--- src/rtl/fuse_pkg.sv ---
package fuse_pkg;
  parameter int unsigned REG_W = 5;

  typedef struct packed {
    logic [REG_W-1:0] dst;
    logic             dst_v;
    logic [REG_W-1:0] src0;
    logic             src0_v;
    logic [REG_W-1:0] src1;
    logic             src1_v;
    logic             single;
    logic             mem;
  } uop_t;

  typedef enum logic [1:0] {
    S_IDLE = 2'd0,
    S_SCAN = 2'd1,
    S_DONE = 2'd2
  } scan_st_e;
endpackage

--- src/rtl/fuse_writer_find.sv ---
module fuse_writer_find
  import fuse_pkg::*;
#(
  parameter int unsigned N_ENTRIES = 32,
  localparam int unsigned IDX_W = $clog2(N_ENTRIES)
) (
  input  logic [N_ENTRIES-1:0]            dst_v_i,
  input  logic [N_ENTRIES-1:0][REG_W-1:0] dst_i,
  input  logic [REG_W-1:0]                src_i,
  input  logic                            src_v_i,
  input  logic [IDX_W-1:0]                limit_i,
  output logic                            found_o,
  output logic [IDX_W-1:0]                idx_o
);
  // later matches overwrite earlier ones: nearest writer wins
  always_comb begin
    found_o = 1'b0;
    idx_o   = '0;
    for (int j = 0; j < int'(N_ENTRIES); j++) begin
      if (src_v_i && dst_v_i[j] && (dst_i[j] == src_i) && (IDX_W'(j) < limit_i)) begin
        found_o = 1'b1;
        idx_o   = IDX_W'(j);
      end
    end
  end
endmodule

--- src/rtl/fuse_pair_check.sv ---
module fuse_pair_check
  import fuse_pkg::*;
#(
  parameter int unsigned N_ENTRIES = 32,
  parameter int unsigned MAX_SRCS  = 2,
  localparam int unsigned IDX_W = $clog2(N_ENTRIES)
) (
  input  logic [REG_W-1:0]     head_dst_i,
  input  logic [REG_W-1:0]     head_src0_i,
  input  logic                 head_src0_v_i,
  input  logic [REG_W-1:0]     head_src1_i,
  input  logic                 head_src1_v_i,
  input  logic                 head_mem_i,
  input  logic [REG_W-1:0]     tail_src0_i,
  input  logic                 tail_src0_v_i,
  input  logic [REG_W-1:0]     tail_src1_i,
  input  logic                 tail_src1_v_i,
  input  logic                 tail_mem_i,
  input  logic [IDX_W-1:0]     head_idx_i,
  input  logic [IDX_W-1:0]     tail_idx_i,
  input  logic [N_ENTRIES-1:0] mem_vec_i,
  output logic                 src_ok_o,
  output logic                 order_ok_o
);
  localparam int unsigned NOPS = 4;

  logic [NOPS-1:0][REG_W-1:0] op_reg;
  logic [NOPS-1:0]            op_v;
  logic [2:0]                 n_uniq;
  logic                       mem_between;

  // the tail operand fed by the head is internal to the pair
  always_comb begin
    op_reg[0] = head_src0_i;
    op_v[0]   = head_src0_v_i;
    op_reg[1] = head_src1_i;
    op_v[1]   = head_src1_v_i;
    op_reg[2] = tail_src0_i;
    op_v[2]   = tail_src0_v_i && (tail_src0_i != head_dst_i);
    op_reg[3] = tail_src1_i;
    op_v[3]   = tail_src1_v_i && (tail_src1_i != head_dst_i);
  end

  always_comb begin
    n_uniq = '0;
    for (int i = 0; i < int'(NOPS); i++) begin
      logic dup;
      dup = 1'b0;
      for (int k = 0; k < i; k++) begin
        if (op_v[k] && (op_reg[k] == op_reg[i])) dup = 1'b1;
      end
      if (op_v[i] && !dup) n_uniq = n_uniq + 3'd1;
    end
  end

  always_comb begin
    mem_between = 1'b0;
    for (int j = 0; j < int'(N_ENTRIES); j++) begin
      if (mem_vec_i[j] && (IDX_W'(j) > head_idx_i) && (IDX_W'(j) < tail_idx_i))
        mem_between = 1'b1;
    end
  end

  assign src_ok_o   = (n_uniq <= 3'(MAX_SRCS));
  assign order_ok_o = !((head_mem_i || tail_mem_i) && mem_between);
endmodule

--- src/rtl/fuse_pair_scan.sv ---
module fuse_pair_scan
  import fuse_pkg::*;
#(
  parameter int unsigned N_ENTRIES = 32,
  localparam int unsigned IDX_W = $clog2(N_ENTRIES),
  localparam int unsigned CNT_W = $clog2(N_ENTRIES + 1)
) (
  input  logic             clk_i,
  input  logic             rst_ni,
  input  logic             wr_en_i,
  input  logic [IDX_W-1:0] wr_idx_i,
  input  logic [REG_W-1:0] wr_dst_i,
  input  logic             wr_dst_v_i,
  input  logic [REG_W-1:0] wr_src0_i,
  input  logic             wr_src0_v_i,
  input  logic [REG_W-1:0] wr_src1_i,
  input  logic             wr_src1_v_i,
  input  logic             wr_single_i,
  input  logic             wr_mem_i,
  input  logic             start_i,
  input  logic [CNT_W-1:0] len_i,
  output logic             busy_o,
  output logic             done_o,
  input  logic [IDX_W-1:0] rd_idx_i,
  output logic             rd_fused_o,
  output logic             rd_tail_o,
  output logic [IDX_W-1:0] rd_head_o
);
  scan_st_e                        state_q;
  uop_t     [N_ENTRIES-1:0]        uops_q;
  logic     [N_ENTRIES-1:0]        fused_q;
  logic     [N_ENTRIES-1:0]        tail_q;
  logic     [N_ENTRIES-1:0][IDX_W-1:0] head_q;
  logic                            pass2_q;
  logic     [IDX_W-1:0]            t_q;
  logic     [CNT_W-1:0]            len_q;

  logic [N_ENTRIES-1:0]            dst_v_vec;
  logic [N_ENTRIES-1:0][REG_W-1:0] dst_vec;
  logic [N_ENTRIES-1:0]            mem_vec;
  logic [1:0][REG_W-1:0]           tsrc;
  logic [1:0]                      tsrc_v;
  logic [1:0]                      w_found;
  logic [1:0][IDX_W-1:0]           w_idx;
  logic                            cand_found;
  logic [IDX_W-1:0]                cand_idx;
  uop_t                            tail_u;
  uop_t                            head_u;
  logic                            tail_elig;
  logic                            src_ok;
  logic                            order_ok;
  logic                            pair_ok;
  logic                            last_t;

  for (genvar g = 0; g < int'(N_ENTRIES); g++) begin : g_flat
    assign dst_v_vec[g] = uops_q[g].dst_v;
    assign dst_vec[g]   = uops_q[g].dst;
    assign mem_vec[g]   = uops_q[g].mem;
  end

  assign tail_u    = uops_q[t_q];
  assign tsrc[0]   = tail_u.src0;
  assign tsrc_v[0] = tail_u.src0_v;
  assign tsrc[1]   = tail_u.src1;
  assign tsrc_v[1] = tail_u.src1_v;

  for (genvar s = 0; s < 2; s++) begin : g_src
    fuse_writer_find #(.N_ENTRIES(N_ENTRIES)) u_find (
      .dst_v_i (dst_v_vec),
      .dst_i   (dst_vec),
      .src_i   (tsrc[s]),
      .src_v_i (tsrc_v[s]),
      .limit_i (t_q),
      .found_o (w_found[s]),
      .idx_o   (w_idx[s])
    );
  end

  always_comb begin
    cand_found = |w_found;
    if (&w_found)        cand_idx = (w_idx[0] > w_idx[1]) ? w_idx[0] : w_idx[1];
    else if (w_found[0]) cand_idx = w_idx[0];
    else                 cand_idx = w_idx[1];
  end

  assign head_u = uops_q[cand_idx];

  fuse_pair_check #(.N_ENTRIES(N_ENTRIES)) u_check (
    .head_dst_i    (head_u.dst),
    .head_src0_i   (head_u.src0),
    .head_src0_v_i (head_u.src0_v),
    .head_src1_i   (head_u.src1),
    .head_src1_v_i (head_u.src1_v),
    .head_mem_i    (head_u.mem),
    .tail_src0_i   (tail_u.src0),
    .tail_src0_v_i (tail_u.src0_v),
    .tail_src1_i   (tail_u.src1),
    .tail_src1_v_i (tail_u.src1_v),
    .tail_mem_i    (tail_u.mem),
    .head_idx_i    (cand_idx),
    .tail_idx_i    (t_q),
    .mem_vec_i     (mem_vec),
    .src_ok_o      (src_ok),
    .order_ok_o    (order_ok)
  );

  assign tail_elig = !fused_q[t_q] && (pass2_q || tail_u.single);
  assign pair_ok   = (state_q == S_SCAN) && tail_elig && cand_found &&
                     !fused_q[cand_idx] && head_u.single && src_ok && order_ok;
  assign last_t    = ((CNT_W'(t_q) + CNT_W'(1)) == len_q);

  always_ff @(posedge clk_i or negedge rst_ni) begin
    if (!rst_ni) begin
      state_q <= S_IDLE;
      uops_q  <= '0;
      fused_q <= '0;
      tail_q  <= '0;
      head_q  <= '0;
      pass2_q <= 1'b0;
      t_q     <= '0;
      len_q   <= '0;
    end else begin
      if (wr_en_i && (state_q != S_SCAN)) begin
        uops_q[wr_idx_i] <= '{dst: wr_dst_i, dst_v: wr_dst_v_i,
                              src0: wr_src0_i, src0_v: wr_src0_v_i,
                              src1: wr_src1_i, src1_v: wr_src1_v_i,
                              single: wr_single_i, mem: wr_mem_i};
      end
      if (state_q == S_SCAN) begin
        if (pair_ok) begin
          fused_q[t_q]      <= 1'b1;
          fused_q[cand_idx] <= 1'b1;
          tail_q[t_q]       <= 1'b1;
          head_q[t_q]       <= cand_idx;
        end
        if (last_t) begin
          t_q <= IDX_W'(1);
          if (pass2_q) state_q <= S_DONE;
          else         pass2_q <= 1'b1;
        end else begin
          t_q <= t_q + IDX_W'(1);
        end
      end else if (start_i) begin
        fused_q <= '0;
        tail_q  <= '0;
        head_q  <= '0;
        pass2_q <= 1'b0;
        t_q     <= IDX_W'(1);
        len_q   <= len_i;
        state_q <= (len_i < CNT_W'(2)) ? S_DONE : S_SCAN;
      end
    end
  end

  assign busy_o     = (state_q == S_SCAN);
  assign done_o     = (state_q == S_DONE);
  assign rd_fused_o = fused_q[rd_idx_i];
  assign rd_tail_o  = tail_q[rd_idx_i];
  assign rd_head_o  = head_q[rd_idx_i];

  AST_TABLE_FROZEN: assert property (@(posedge clk_i) disable iff (!rst_ni)
    (state_q == S_SCAN) |=> $stable(uops_q));
  AST_PASS1_MULTI_SKIP: assert property (@(posedge clk_i) disable iff (!rst_ni)
    (state_q == S_SCAN && !pass2_q && !tail_u.single) |=> $stable(tail_q));
  AST_HEAD_BELOW_TAIL: assert property (@(posedge clk_i) disable iff (!rst_ni)
    pair_ok |-> (cand_idx < t_q));
  AST_FUSED_STICKY: assert property (@(posedge clk_i) disable iff (!rst_ni)
    (state_q == S_SCAN) |=> ((fused_q & $past(fused_q)) == $past(fused_q)));
  AST_FUSED_TAIL_SKIP: assert property (@(posedge clk_i) disable iff (!rst_ni)
    (state_q == S_SCAN && fused_q[t_q]) |=> $stable(head_q));
endmodule

--- config.mk ---
export PLATFORM = sky130hd
export DESIGN_NAME = fuse_pair_scan
export DESIGN_NICKNAME = d
export VERILOG_FILES = /design/src/rtl/fuse_pkg.sv /design/src/rtl/fuse_writer_find.sv /design/src/rtl/fuse_pair_check.sv /design/src/rtl/fuse_pair_scan.sv
export SDC_FILE = /design/constraint.sdc
export NUM_CORES = 2
export LEC_CHECK = 0
export ABC_AREA = 1
export BUFFER_PORTS_ARGS = -buffer_cell sky130_fd_sc_hd__buf_4
export CAP_MARGIN = 15
export CORE_UTILIZATION = 43
export DETAILED_ROUTE_END_ITERATION = 8
export PLACE_DENSITY = 0.64
export SYNTH_ARGS = -nofsm -noshare
export SYNTH_HDL_FRONTEND = slang
export SYNTH_SLANG_ARGS = --single-unit
--- constraint.sdc ---
create_clock -name clk_i -period 12.4 [get_ports clk_i]
set_clock_uncertainty 0.2 [all_clocks]
set_input_delay 1.86 -clock clk_i [delete_from_list [all_inputs] [get_ports clk_i]]
set_output_delay 1.86 -clock clk_i [all_outputs]
set_load 0.01 [all_outputs]
==> summary.md <==
| Metric | Value |
|---|---|
| Min Tclk post-route | `11560 ps` |
| Clk slew on worst S/H paths | `60 ps` |
| Total grt overflow | `0` |
| Post-route cell area | `59290 µm²` |
| Largest net degree at the start of global routing | `178` |
| Crit path arrival time | `11990 ps` |
| First-pass GRT wire length | `345100 µm` |
| DP Worst Slack | `1266 ps` |
| Antenna Violating Nets Remaining | `0` |
| Fraction of layout cells with a size suffix above 1 | `6.436%` |
| Critical path's most frequent cell | `nand2_1` |
| Post-synth top area share | `40.96%` |
| Buffers & Inverters on Critical Path | `9` |
| Status | `completed` |
| Dpl cell area | `55300 µm²` |
| Post-CTS Setup Repair Bufs | `0` |
| Post-synth ARST share | `100.0%` |
| Fill cell count | `12630` |
| MaxCap Viol Count | `0` |
| Non-Filler Instances | `9328` |
| Largest area contributor in the netlist | `dfrtp_1` |
| Critical Path RT | `12830 ps` |
| Clock Sinks | `877` |
| # port buffers | `48` |
| Die area | `126000 µm²` |
| Critical Path Start Type | `register` |
| RSZ-0062 raised after global routing | `false` |
| Post-layout util | `47.95%` |
| Worst R2R End | `head_q[35]` |
| Mean post-synth cell area | `6.839 µm²` |
| N_diodes | `0` |
| Clock Path Buffers | `3` |
| Worst-path fanout max | `46` |
| CTS tree | `built` |
| Max_slew headroom | `19.67%` |
| Met3 Wirelength | `26030 µm` |
| Hold WC Path Type | `register to register` |
| RD Place Congestion | `1.066` |
| Initial DRC count | `8003` |
| Ports | `49` |
| Initial antenna violation count | `8` |
| Final worst-path cycle share | `93.26%` |
| CP max stage cell | `dfrtp_1` |
| Flop2flop setup slack | `840 ps` |
| H-tree depth | `3` |
| Critical Path End Type | `register` |
| Yosys synthesis warning count | `0` |
| Leakage power | `28.50 nW` |
| Synth area leaders | `dfrtp_1 41%, nand2_1 18%, o21ai_0 8.5%` |
| Worst skew pair latency | `760 ps` |
| Most instantiated library cell after synthesis | `nand2_1` |
| DR WL met2 | `99520 µm` |
| Top delay family on crit path | `simple AND/OR/NAND/NOR gates` |
| Routed vias | `55540` |
| Hold Path Stages | `2` |
| Fmax | `86.47 MHz` |
| Detailed-route DRC error count | `0` |
| TritonCTS Buffers | `104` |
| Setup Total Neg Slack | `0 ps` |
| Syn Nets | `7887` |
| Post-synth top cells | `2618 x nand2_1, 909 x o21ai_0, 877 x dfrtp_1` |
| Core area | `123600 µm²` |
| Slew Limit Fails | `0` |
| Hold Fails Final Rpt | `0` |
| Hold Path Origin | `head_q[134]` |
| R2R depth | `71` |
| Wl on met1 | `93280 µm` |
| Mapped cell area | `53590 µm²` |
| Min-Delay Endpoint | `head_q[134]` |
| Gr usage total | `36.47%` |
| Die Ht | `355.0 µm` |
| Sequential element share of the synthesized area | `40.96%` |
| Clk root buf | `clkbuf_16` |
| HPWL after DPL | `149300 µm` |
| Area Growth Syn to Fin | `10.64%` |
| Reg-to-reg critical path startpoint | `t_q[2]` |
| Post-CTS Hold Buffers | `0` |
| WS Path Type | `register to register` |
| Initial Utilization | `43.34%` |
| CTS resizes | `0` |
| Post-synth EDFFs | `0` |
| Wirelength per Cell | `25.00 µm` |
| Worst Slack Setup Final | `835.6 ps` |
| Commonest register cell after synthesis | `dfrtp_1` |
| Number of global-route vias before repair | `51480` |
| Nets | `7654` |
| Synth unique cells | `56` |
| Std-Cell Rows | `129` |
| P per Cell Area | `222.0 nW/µm²` |
| DR vias/cell | `5.954` |
| Die Wd | `355.0 µm` |
| Flops & latches, synth | `877` |
| Gate Count Post-Synth | `7835` |
| Crit-path max cell delay | `730 ps` |
| Worst slew pin tran | `1205 ps` |
| First drt pass iteration count | `9` |
| Placed cells | `9132` |
| Routed WL | `233200 µm` |
| Setup Viol. Count Final | `0` |
| Uppermost routed layer | `met5` |
| VDD IR-drop max | `198.3 µV` |
-- flip-flops by register name (all words and copies together), names as in the netlist, 2 cells and up --
name       count
fused_q       32
mem_vec       32
len_q          6
tail_q        32
uops_q       416
dst_v_vec     31
dst_vec      160
state_q        2
t_q            5
head_q       160
-- per-stage QoR --
stage	hold WS (ps)	power, W
detailed placement	254.0	0.009421
global placement	250.9	0.009357
finish	265.4	0.01316
CTS	269.1	0.01300
global route	282.9	0.01381
floorplan	236.6	0.007577
-- placed cells by master (no fill, tap or decap), drive strengths merged, types with 22 or more instances in the layout --
| cell type | instances |
|---|---|
| nand4 | 89 |
| inv | 655 |
| dfrtp | 877 |
| o22ai | 105 |
| clkinv | 33 |
| o221ai | 32 |
| o2111ai | 25 |
| o21ai | 1003 |
| a21oi | 223 |
| nand3b | 69 |
| nor2 | 614 |
| buf | 223 |
| nand2 | 2631 |
| nor3 | 57 |
| o211ai | 129 |
| xor2 | 99 |
| a221oi | 22 |
| a21boi | 32 |
| nand3 | 456 |
| clkbuf | 141 |
| bufinv | 25 |
-- per-layer routing --
layer / global-route usage, % / vias up
li1: - / 25070
met1: 49.79 / 26350
met2: 54.41 / 3407
met3: 7.154 / 702
met4: 19.60 / 4
met5: 0 / -
-- power by group --
| group | switching (W) | internal (W) | leakage (nW) | total [W] |
|---|---|---|---|---|
| combinational | 0.00388 | 0.00161 | 14.8 | 0.00550 |
| sequential | 0.000583 | 0.00351 | 11.8 | 0.00410 |
| clock | 0.00136 | 0.00221 | 1.94 | 0.00357 |
-- area by class of cell --
class                      count  area [µm²]  area share (%)
clock inverter                54       968.4           1.633
tap                         1637        2048           3.455
sequential                   877       21950           37.02
multi-input combinational   5733       26800           45.21
timing repair buffer         223        2027           3.419
clock buffer                 141        2994           5.050
inverter                     663        2497           4.212
-- worst reg2reg max path: cells and delay by family, from the launching register on --
kind	cells	cell delay, ps
buffers and inverters	9	3030
AND/OR/NAND/NOR	54	5410
adder cells (fa/ha/maj)	3	700
flip-flops	1	730
AO/OA/AOI/OAI	5	1330
-- cell families (layout without fill, tap and decap cells) --
kind of cell,Yosys count,in the layout,synth area share [%]
compound gates,1662,1662,17.58
xor+xnor,105,105,1.716
fa+ha+maj,12,12,0.2802
buf+inv,1225,1081,9.326
flops,877,877,40.96
simple gates,3954,3954,30.14
-- how the worst max path moves through the flow --
stage                      start  cells past startpoint     endpoint
after global placement    t_q[2]                     75  head_q[155]
after global routing      t_q[2]                     74   head_q[35]
after detailed placement  t_q[2]                     74   head_q[90]
final                     t_q[2]                     71   head_q[35]
after floorplan           t_q[0]                     77  head_q[142]
after CTS                 t_q[2]                     75  head_q[140]
Note: power is estimated with default switching activity, not from simulation.
